===== src/rtl/ptw_pkg.sv =====
package ptw_pkg;

   typedef enum logic [2:0] {
      WK_IDLE    = 3'd0,
      WK_L1_REQ  = 3'd1,
      WK_L1_WAIT = 3'd2,
      WK_L2_REQ  = 3'd3,
      WK_L2_WAIT = 3'd4,
      WK_DONE    = 3'd5
   } walk_state_e;

   function automatic logic is_wait(walk_state_e s);
      return (s == WK_L1_WAIT) || (s == WK_L2_WAIT);
   endfunction

   function automatic logic is_req(walk_state_e s);
      return (s == WK_L1_REQ) || (s == WK_L2_REQ);
   endfunction

endpackage


===== src/rtl/ptw_base_reg.sv =====
module ptw_base_reg #(
   parameter int PA_W       = 32,
   parameter int OFS_W      = 12,
   parameter bit ALIGN_BASE = 1'b1
) (
   input  logic            clk,
   input  logic            rst_n,
   input  logic            wr,
   input  logic [PA_W-1:0] wdata,
   output logic [PA_W-1:0] base,
   output logic            flush
);
   localparam logic [PA_W-1:0] PAGE_MASK = ~((PA_W'(1) << OFS_W) - PA_W'(1));

   logic [PA_W-1:0] base_q;
   logic            flush_q;

   always_ff @(posedge clk or negedge rst_n) begin
      if (!rst_n) begin
         base_q  <= '0;
         flush_q <= 1'b0;
      end else begin
         flush_q <= wr;
         if (wr) base_q <= wdata;
      end
   end

   generate
      if (ALIGN_BASE) begin : g_aligned
         assign base = base_q & PAGE_MASK;
      end else begin : g_raw
         assign base = base_q;
      end
   endgenerate

   assign flush = flush_q;

endmodule


===== src/rtl/ptw_addr_gen.sv =====
module ptw_addr_gen #(
   parameter int PA_W       = 32,
   parameter int OFS_W      = 12,
   parameter int L1_W       = 10,
   parameter int L2_W       = 10,
   parameter bit ALIGN_BASE = 1'b1
) (
   input  logic            sel_l2,
   input  logic [PA_W-1:0] l1_base,
   input  logic [PA_W-1:0] l2_base,
   input  logic [L1_W-1:0] l1_idx,
   input  logic [L2_W-1:0] l2_idx,
   output logic [PA_W-1:0] addr
);
   localparam bit L1_OR = ALIGN_BASE && ((L1_W + 2) <= OFS_W);
   localparam bit L2_OR = (L2_W + 2) <= OFS_W;

   logic [PA_W-1:0] off1, off2, a1, a2;

   assign off1 = PA_W'({l1_idx, 2'b00});
   assign off2 = PA_W'({l2_idx, 2'b00});

   generate
      if (L1_OR) begin : g_l1_merge
         assign a1 = l1_base | off1;
      end else begin : g_l1_add
         assign a1 = l1_base + off1;
      end
      if (L2_OR) begin : g_l2_merge
         assign a2 = l2_base | off2;
      end else begin : g_l2_add
         assign a2 = l2_base + off2;
      end
   endgenerate

   assign addr = sel_l2 ? a2 : a1;

endmodule


===== src/rtl/ptw_pte_dec.sv =====
module ptw_pte_dec #(
   parameter int ENT_W  = 32,
   parameter int OFS_W  = 12,
   parameter int ATTR_W = 4
) (
   input  logic [ENT_W-1:0]       ent,
   output logic                   present,
   output logic [ENT_W-OFS_W-1:0] frame,
   output logic [ATTR_W-1:0]      attr
);
   assign present = ent[0];
   assign frame   = ent[ENT_W-1:OFS_W];
   assign attr    = ent[ATTR_W:1];

   generate
      if (ATTR_W + 1 < OFS_W) begin : g_spare
         logic unused_spare;
         assign unused_spare = ^ent[OFS_W-1:ATTR_W+1];
      end
   endgenerate

endmodule


===== src/rtl/xlat_walker.sv =====
module xlat_walker
   import ptw_pkg::*;
#(
   parameter int VA_W       = 32,
   parameter int L1_W       = 10,
   parameter int L2_W       = 10,
   parameter int OFS_W      = 12,
   parameter int PA_W       = 32,
   parameter int ATTR_W     = 4,
   parameter bit ALIGN_BASE = 1'b1,
   localparam int VPN_W     = L1_W + L2_W,
   localparam int PPN_W     = PA_W - OFS_W
) (
   input  logic              clk,
   input  logic              rst_n,
   input  logic              base_wr,
   input  logic [PA_W-1:0]   base_wdata,
   output logic              flush,
   input  logic              miss_valid,
   input  logic [VPN_W-1:0]  miss_vpn,
   output logic              miss_ready,
   output logic              rsp_valid,
   output logic [PPN_W-1:0]  rsp_ppn,
   output logic [ATTR_W-1:0] rsp_attr,
   output logic              rsp_fault,
   output logic              mem_req_valid,
   output logic [PA_W-1:0]   mem_req_addr,
   input  logic              mem_req_ready,
   input  logic              mem_rsp_valid,
   input  logic [PA_W-1:0]   mem_rsp_data
);
   generate
      if (VA_W != L1_W + L2_W + OFS_W) begin : g_bad_split
         $error("xlat_walker: index and offset fields must cover VA_W");
      end
      if (ATTR_W + 1 > OFS_W) begin : g_bad_attr
         $error("xlat_walker: attribute bits must sit below the frame field");
      end
      if (PA_W < L1_W + 2 || PA_W < L2_W + 2) begin : g_bad_pa
         $error("xlat_walker: physical address too narrow for table index");
      end
   endgenerate

   walk_state_e state_q, state_d;

   logic [PA_W-1:0]   base;
   logic [VPN_W-1:0]  vpn_q;
   logic [PPN_W-1:0]  l2_frame_q;
   logic [PPN_W-1:0]  ppn_q;
   logic [ATTR_W-1:0] attr_q;
   logic              fault_q;
   logic              stale_q;

   logic              pte_present;
   logic [PPN_W-1:0]  pte_frame;
   logic [ATTR_W-1:0] pte_attr;

   logic accept, handshake, drop_pending;

   ptw_base_reg #(.PA_W(PA_W), .OFS_W(OFS_W), .ALIGN_BASE(ALIGN_BASE)) u_base (
      .clk   (clk),
      .rst_n (rst_n),
      .wr    (base_wr),
      .wdata (base_wdata),
      .base  (base),
      .flush (flush)
   );

   ptw_addr_gen #(
      .PA_W(PA_W), .OFS_W(OFS_W), .L1_W(L1_W), .L2_W(L2_W), .ALIGN_BASE(ALIGN_BASE)
   ) u_addr (
      .sel_l2  (state_q == WK_L2_REQ),
      .l1_base (base),
      .l2_base ({l2_frame_q, {OFS_W{1'b0}}}),
      .l1_idx  (vpn_q[VPN_W-1:L2_W]),
      .l2_idx  (vpn_q[L2_W-1:0]),
      .addr    (mem_req_addr)
   );

   ptw_pte_dec #(.ENT_W(PA_W), .OFS_W(OFS_W), .ATTR_W(ATTR_W)) u_dec (
      .ent     (mem_rsp_data),
      .present (pte_present),
      .frame   (pte_frame),
      .attr    (pte_attr)
   );

   assign miss_ready    = (state_q == WK_IDLE) && !stale_q;
   assign accept        = miss_valid && miss_ready && !base_wr;
   assign mem_req_valid = is_req(state_q);
   assign handshake     = mem_req_valid && mem_req_ready;

   // A cancelled walk still owes a response if its read was accepted.
   assign drop_pending = base_wr &&
                         ((is_wait(state_q) && !mem_rsp_valid) ||
                          (is_req(state_q) && mem_req_ready));

   always_comb begin
      state_d = state_q;
      unique case (state_q)
         WK_IDLE:    if (accept) state_d = WK_L1_REQ;
         WK_L1_REQ:  if (handshake) state_d = WK_L1_WAIT;
         WK_L1_WAIT: if (mem_rsp_valid) state_d = pte_present ? WK_L2_REQ : WK_DONE;
         WK_L2_REQ:  if (handshake) state_d = WK_L2_WAIT;
         WK_L2_WAIT: if (mem_rsp_valid) state_d = WK_DONE;
         WK_DONE:    state_d = WK_IDLE;
         default:    state_d = WK_IDLE;
      endcase
      if (base_wr) state_d = WK_IDLE;
   end

   always_ff @(posedge clk or negedge rst_n) begin
      if (!rst_n) begin
         state_q    <= WK_IDLE;
         stale_q    <= 1'b0;
         vpn_q      <= '0;
         l2_frame_q <= '0;
         ppn_q      <= '0;
         attr_q     <= '0;
         fault_q    <= 1'b0;
      end else begin
         state_q <= state_d;
         if (drop_pending)                  stale_q <= 1'b1;
         else if (stale_q && mem_rsp_valid) stale_q <= 1'b0;
         if (accept) vpn_q <= miss_vpn;
         if (state_q == WK_L1_WAIT && mem_rsp_valid) begin
            l2_frame_q <= pte_frame;
            if (!pte_present) begin
               fault_q <= 1'b1;
               ppn_q   <= '0;
               attr_q  <= '0;
            end
         end
         if (state_q == WK_L2_WAIT && mem_rsp_valid) begin
            fault_q <= !pte_present;
            ppn_q   <= pte_present ? pte_frame : '0;
            attr_q  <= pte_present ? pte_attr  : '0;
         end
      end
   end

   assign rsp_valid = (state_q == WK_DONE) && !base_wr;
   assign rsp_ppn   = ppn_q;
   assign rsp_attr  = attr_q;
   assign rsp_fault = fault_q;

endmodule


===== config.mk =====
export PLATFORM = sky130hd
export DESIGN_NAME = xlat_walker
export DESIGN_NICKNAME = d
export VERILOG_FILES = /design/src/rtl/ptw_pkg.sv /design/src/rtl/ptw_base_reg.sv /design/src/rtl/ptw_addr_gen.sv /design/src/rtl/ptw_pte_dec.sv /design/src/rtl/xlat_walker.sv
export SDC_FILE = /design/constraint.sdc
export NUM_CORES = 1
export LEC_CHECK = 0
export BUFFER_PORTS_ARGS = -buffer_cell sky130_fd_sc_hd__buf_2
export CORE_MARGIN = 4
export CORE_UTILIZATION = 50
export DETAILED_ROUTE_END_ITERATION = 8
export PLACE_DENSITY = 0.81
export SLEW_MARGIN = 15
export SYNTH_ARGS = -nofsm -noshare
export SYNTH_HDL_FRONTEND = slang
export SYNTH_SLANG_ARGS = --single-unit

===== constraint.sdc =====
create_clock -name clk -period 2.3 [get_ports clk]
set_clock_uncertainty 0.15 [all_clocks]
set_input_delay 0.115 -clock clk [delete_from_list [all_inputs] [get_ports clk]]
set_output_delay 0.115 -clock clk [all_outputs]
set_load 0.05 [all_outputs]

==> run summary <==
die area - 9360 sq um
Synth Warn # - 0
R2R Setup Slk - 0.39 ns
post-synthesis async set-or-reset flop share - 100%
RD Place Congestion - 0.819
Core ar. - 7690 sq um
initial antenna violation count - 1
Max Fclk - 460 MHz
outcome - completed
critical path peak fanout - 18
CP max stage delay - 0.44 ns
flops & latches, synth - 90
crit start category - flip-flop
final hold vios - 0
setup_tns - 0 ns
CTS tree - done
average size of a mapped cell - 15.0 sq um
grt ovf - 0
DR WL/cell - 17.9 microns
Primary FF master, synth - dfrtp_1
Min-Delay Path Class - in2reg
critical path capture point type - output port
Leak - 2.76 nW
Clock Sinks - 90
number of synthesized flops with an enable pin - 0
design area - 5570 sq um
First-pass DRT Iterations - 4
final setup fails - 0
most frequent cell after synthesis - dfrtp_1
synthesized area - 3940 sq um
final wirelength - 10.2 mm
Starting Density - 51.2%
Synth top area share - 57.2%
CTS Buf Count - 9
clock latency on the worst-skew pair - 0.34 ns
max_cap viols - 0
H-Tree Level Count - 3
largest net degree at the start of global routing - 56
row cnt - 32
DIE HEIGHT - 96.7 microns
Worst Path Required - 2.04 ns
Nets - 553
synthesized instance count - 263
maximum clock path buffer count - 2
worst-path cell chain - nor2b_2 > nand2_1 > buf_6 > mux2_2 > buf_2
CP Class - reg2out
root buffer cell - clkbuf_8
top cells by area, synth - dfrtp_1 57%, mux2_2 19%, mux2_4 7.6%
crit path max-delay cell type - dfrtp_1
Data arrival, critical path - 1.91 ns
DRT iter0 DRCs - 65
Layout area overhead - 41.6%
post-route ant nets - 0
Post-synth top cells - 90 x dfrtp_1, 66 x mux2_2, 24 x a22o_1, 20 x mux2_4, 8 x buf_2
vias in the first global route - 3,371
share of post-route cells with drive strength above 1 - 52.8%
Post-DP HPWL - 6.40 mm
IO Port Bufs - 129
final period utilization - 94.5%
Final Critical Period - 2.17 ns
Slew Limit Fails - 0
I/O pin cnt - 151
Netlist cell types - 32
vias per cell - 5.16
Max rail drop VDD - 792 uV
routed vias - 2,949
sequential share of the synthesized area - 57.2%
Pwr Density - 1150 nW/um^2
unrepaired setup endpoints after global routing - no
placed inst area - 4670 sq um
Reg clk slew, reported paths - 0.08 ns
largest area contributor in the netlist - dfrtp_1
Chip Width - 96.7 microns
Total GRT Usage - 22.5%
global-route wire length before repair - 16.9 mm
Residual DRC - 0
[cell usage in the layout (no fill, tap or decap), types with 2 or more instances in the layout]
cell type / instances
buf_2: 128
dfrtp_1: 90
dlygate4sd3_1: 68
mux2_2: 66
a22o_1: 24
mux2_4: 20
clkbuf_8: 11
buf_4: 10
a21oi_1: 6
inv_1: 4
mux2_1: 4
nand2_1: 3
nor3b_1: 3
nor2b_2: 2
and3_1: 2
nor2b_1: 2
o21ai_0: 2
conb_1: 2
clkinv_4: 2
clkinvlp_4: 2
[through the flow]
| stage | utilization [%] | setup slack (ns) | cells | hold WS, ns | total power [mW] |
|---|---|---|---|---|---|
| detailed placement | 60.8 | 0.405 | 486 | -0.0475 | 5.20 |
| floorplan | - | 0.459 | 264 | -0.331 | 4.57 |
| finish | 72.5 | 0.126 | 571 | 0.00508 | 6.41 |
| global placement | 60.8 | 0.448 | 486 | -0.0524 | 5.10 |
| CTS | 72.4 | 0.0453 | 570 | 0.00194 | 6.41 |
| global route | 72.5 | 0.0529 | 571 | 0.0109 | 6.70 |
[area by class of cell]
class	instances	area, sq um
sequential	90	2250
fill	527	2110
multi-input combinational	150	1530
timing repair buffer	208	1430
clock buffer	11	151
tap	102	128
clock inverter	5	62.6
inverter	4	15.0
antenna	1	2.50
[layer usage]
layer | track usage, % | up-vias | wire [microns]
met5 | 0 | - | 0
met4 | 10.2 | 0 | 320
met3 | 5.62 | 30 | 496
met2 | 40.4 | 111 | 5350
met1 | 25.0 | 1460 | 4070
li1 | - | 1348 | -
[power breakdown]
part / internal (mW) / switching (mW) / total (mW) / leakage, nW
Clock: 0.565 / 0.548 / 1.11 / 0.102
Combinational: 1.08 / 1.74 / 2.82 / 1.55
Sequential: 2.13 / 0.343 / 2.48 / 1.11
Total: 3.78 / 2.63 / 6.41 / 2.76
[flip-flops by register name (all words and copies together), names as in the netlist]
| name | flops |
|---|---|
| rsp_fault | 1 |
| rsp_attr | 4 |
| vpn_q | 20 |
| rsp_ppn | 20 |
| stale_q | 1 |
| u_base.flush | 1 |
| l2_frame_q | 20 |
| u_base.base_q | 20 |
| state_q | 3 |
[critical path: cells and delay by family, from the launching register on]
kind          cells  cell delay, ns
flops             1            0.44
simple gates      2            0.30
mux               1            0.37
buf+inv           2            0.45
[what timing repair did]
action | in CTS | in global routing
setup buffers | 0 | 0
hold buffers | 68 | 0
resized for setup | 0 | 1
endpoints found under the setup margin | 0 | 17
hold endpoints to repair | 121 | 0
[final timing paths]
path | cells past startpoint | to | from
max in group asynchronous | 3 | l2_frame_q[0] | rst_n
setup reg to reg | 4 | l2_frame_q[9] | state_q[0]
hold / removal | 3 | stale_q | mem_req_ready
setup / recovery | 5 | mem_req_addr[26] | state_q[1]
min in group asynchronous | 2 | rsp_attr[0] | rst_n
hold reg to reg | 1 | l2_frame_q[8] | l2_frame_q[8]
[kinds of logic (layout without fill, tap and decap cells)]
group,after synthesis,in the layout,share of synthesized area [%]
mux,90,90,27.7
buf+inv,24,228,4.07
xor+xnor,1,1,0.223
compound gates,38,38,7.53
other cells,1,3,0.0953
flops,90,90,57.2
simple gates,19,19,3.21
No activity file was read; power rests on OpenSTA's default activity.
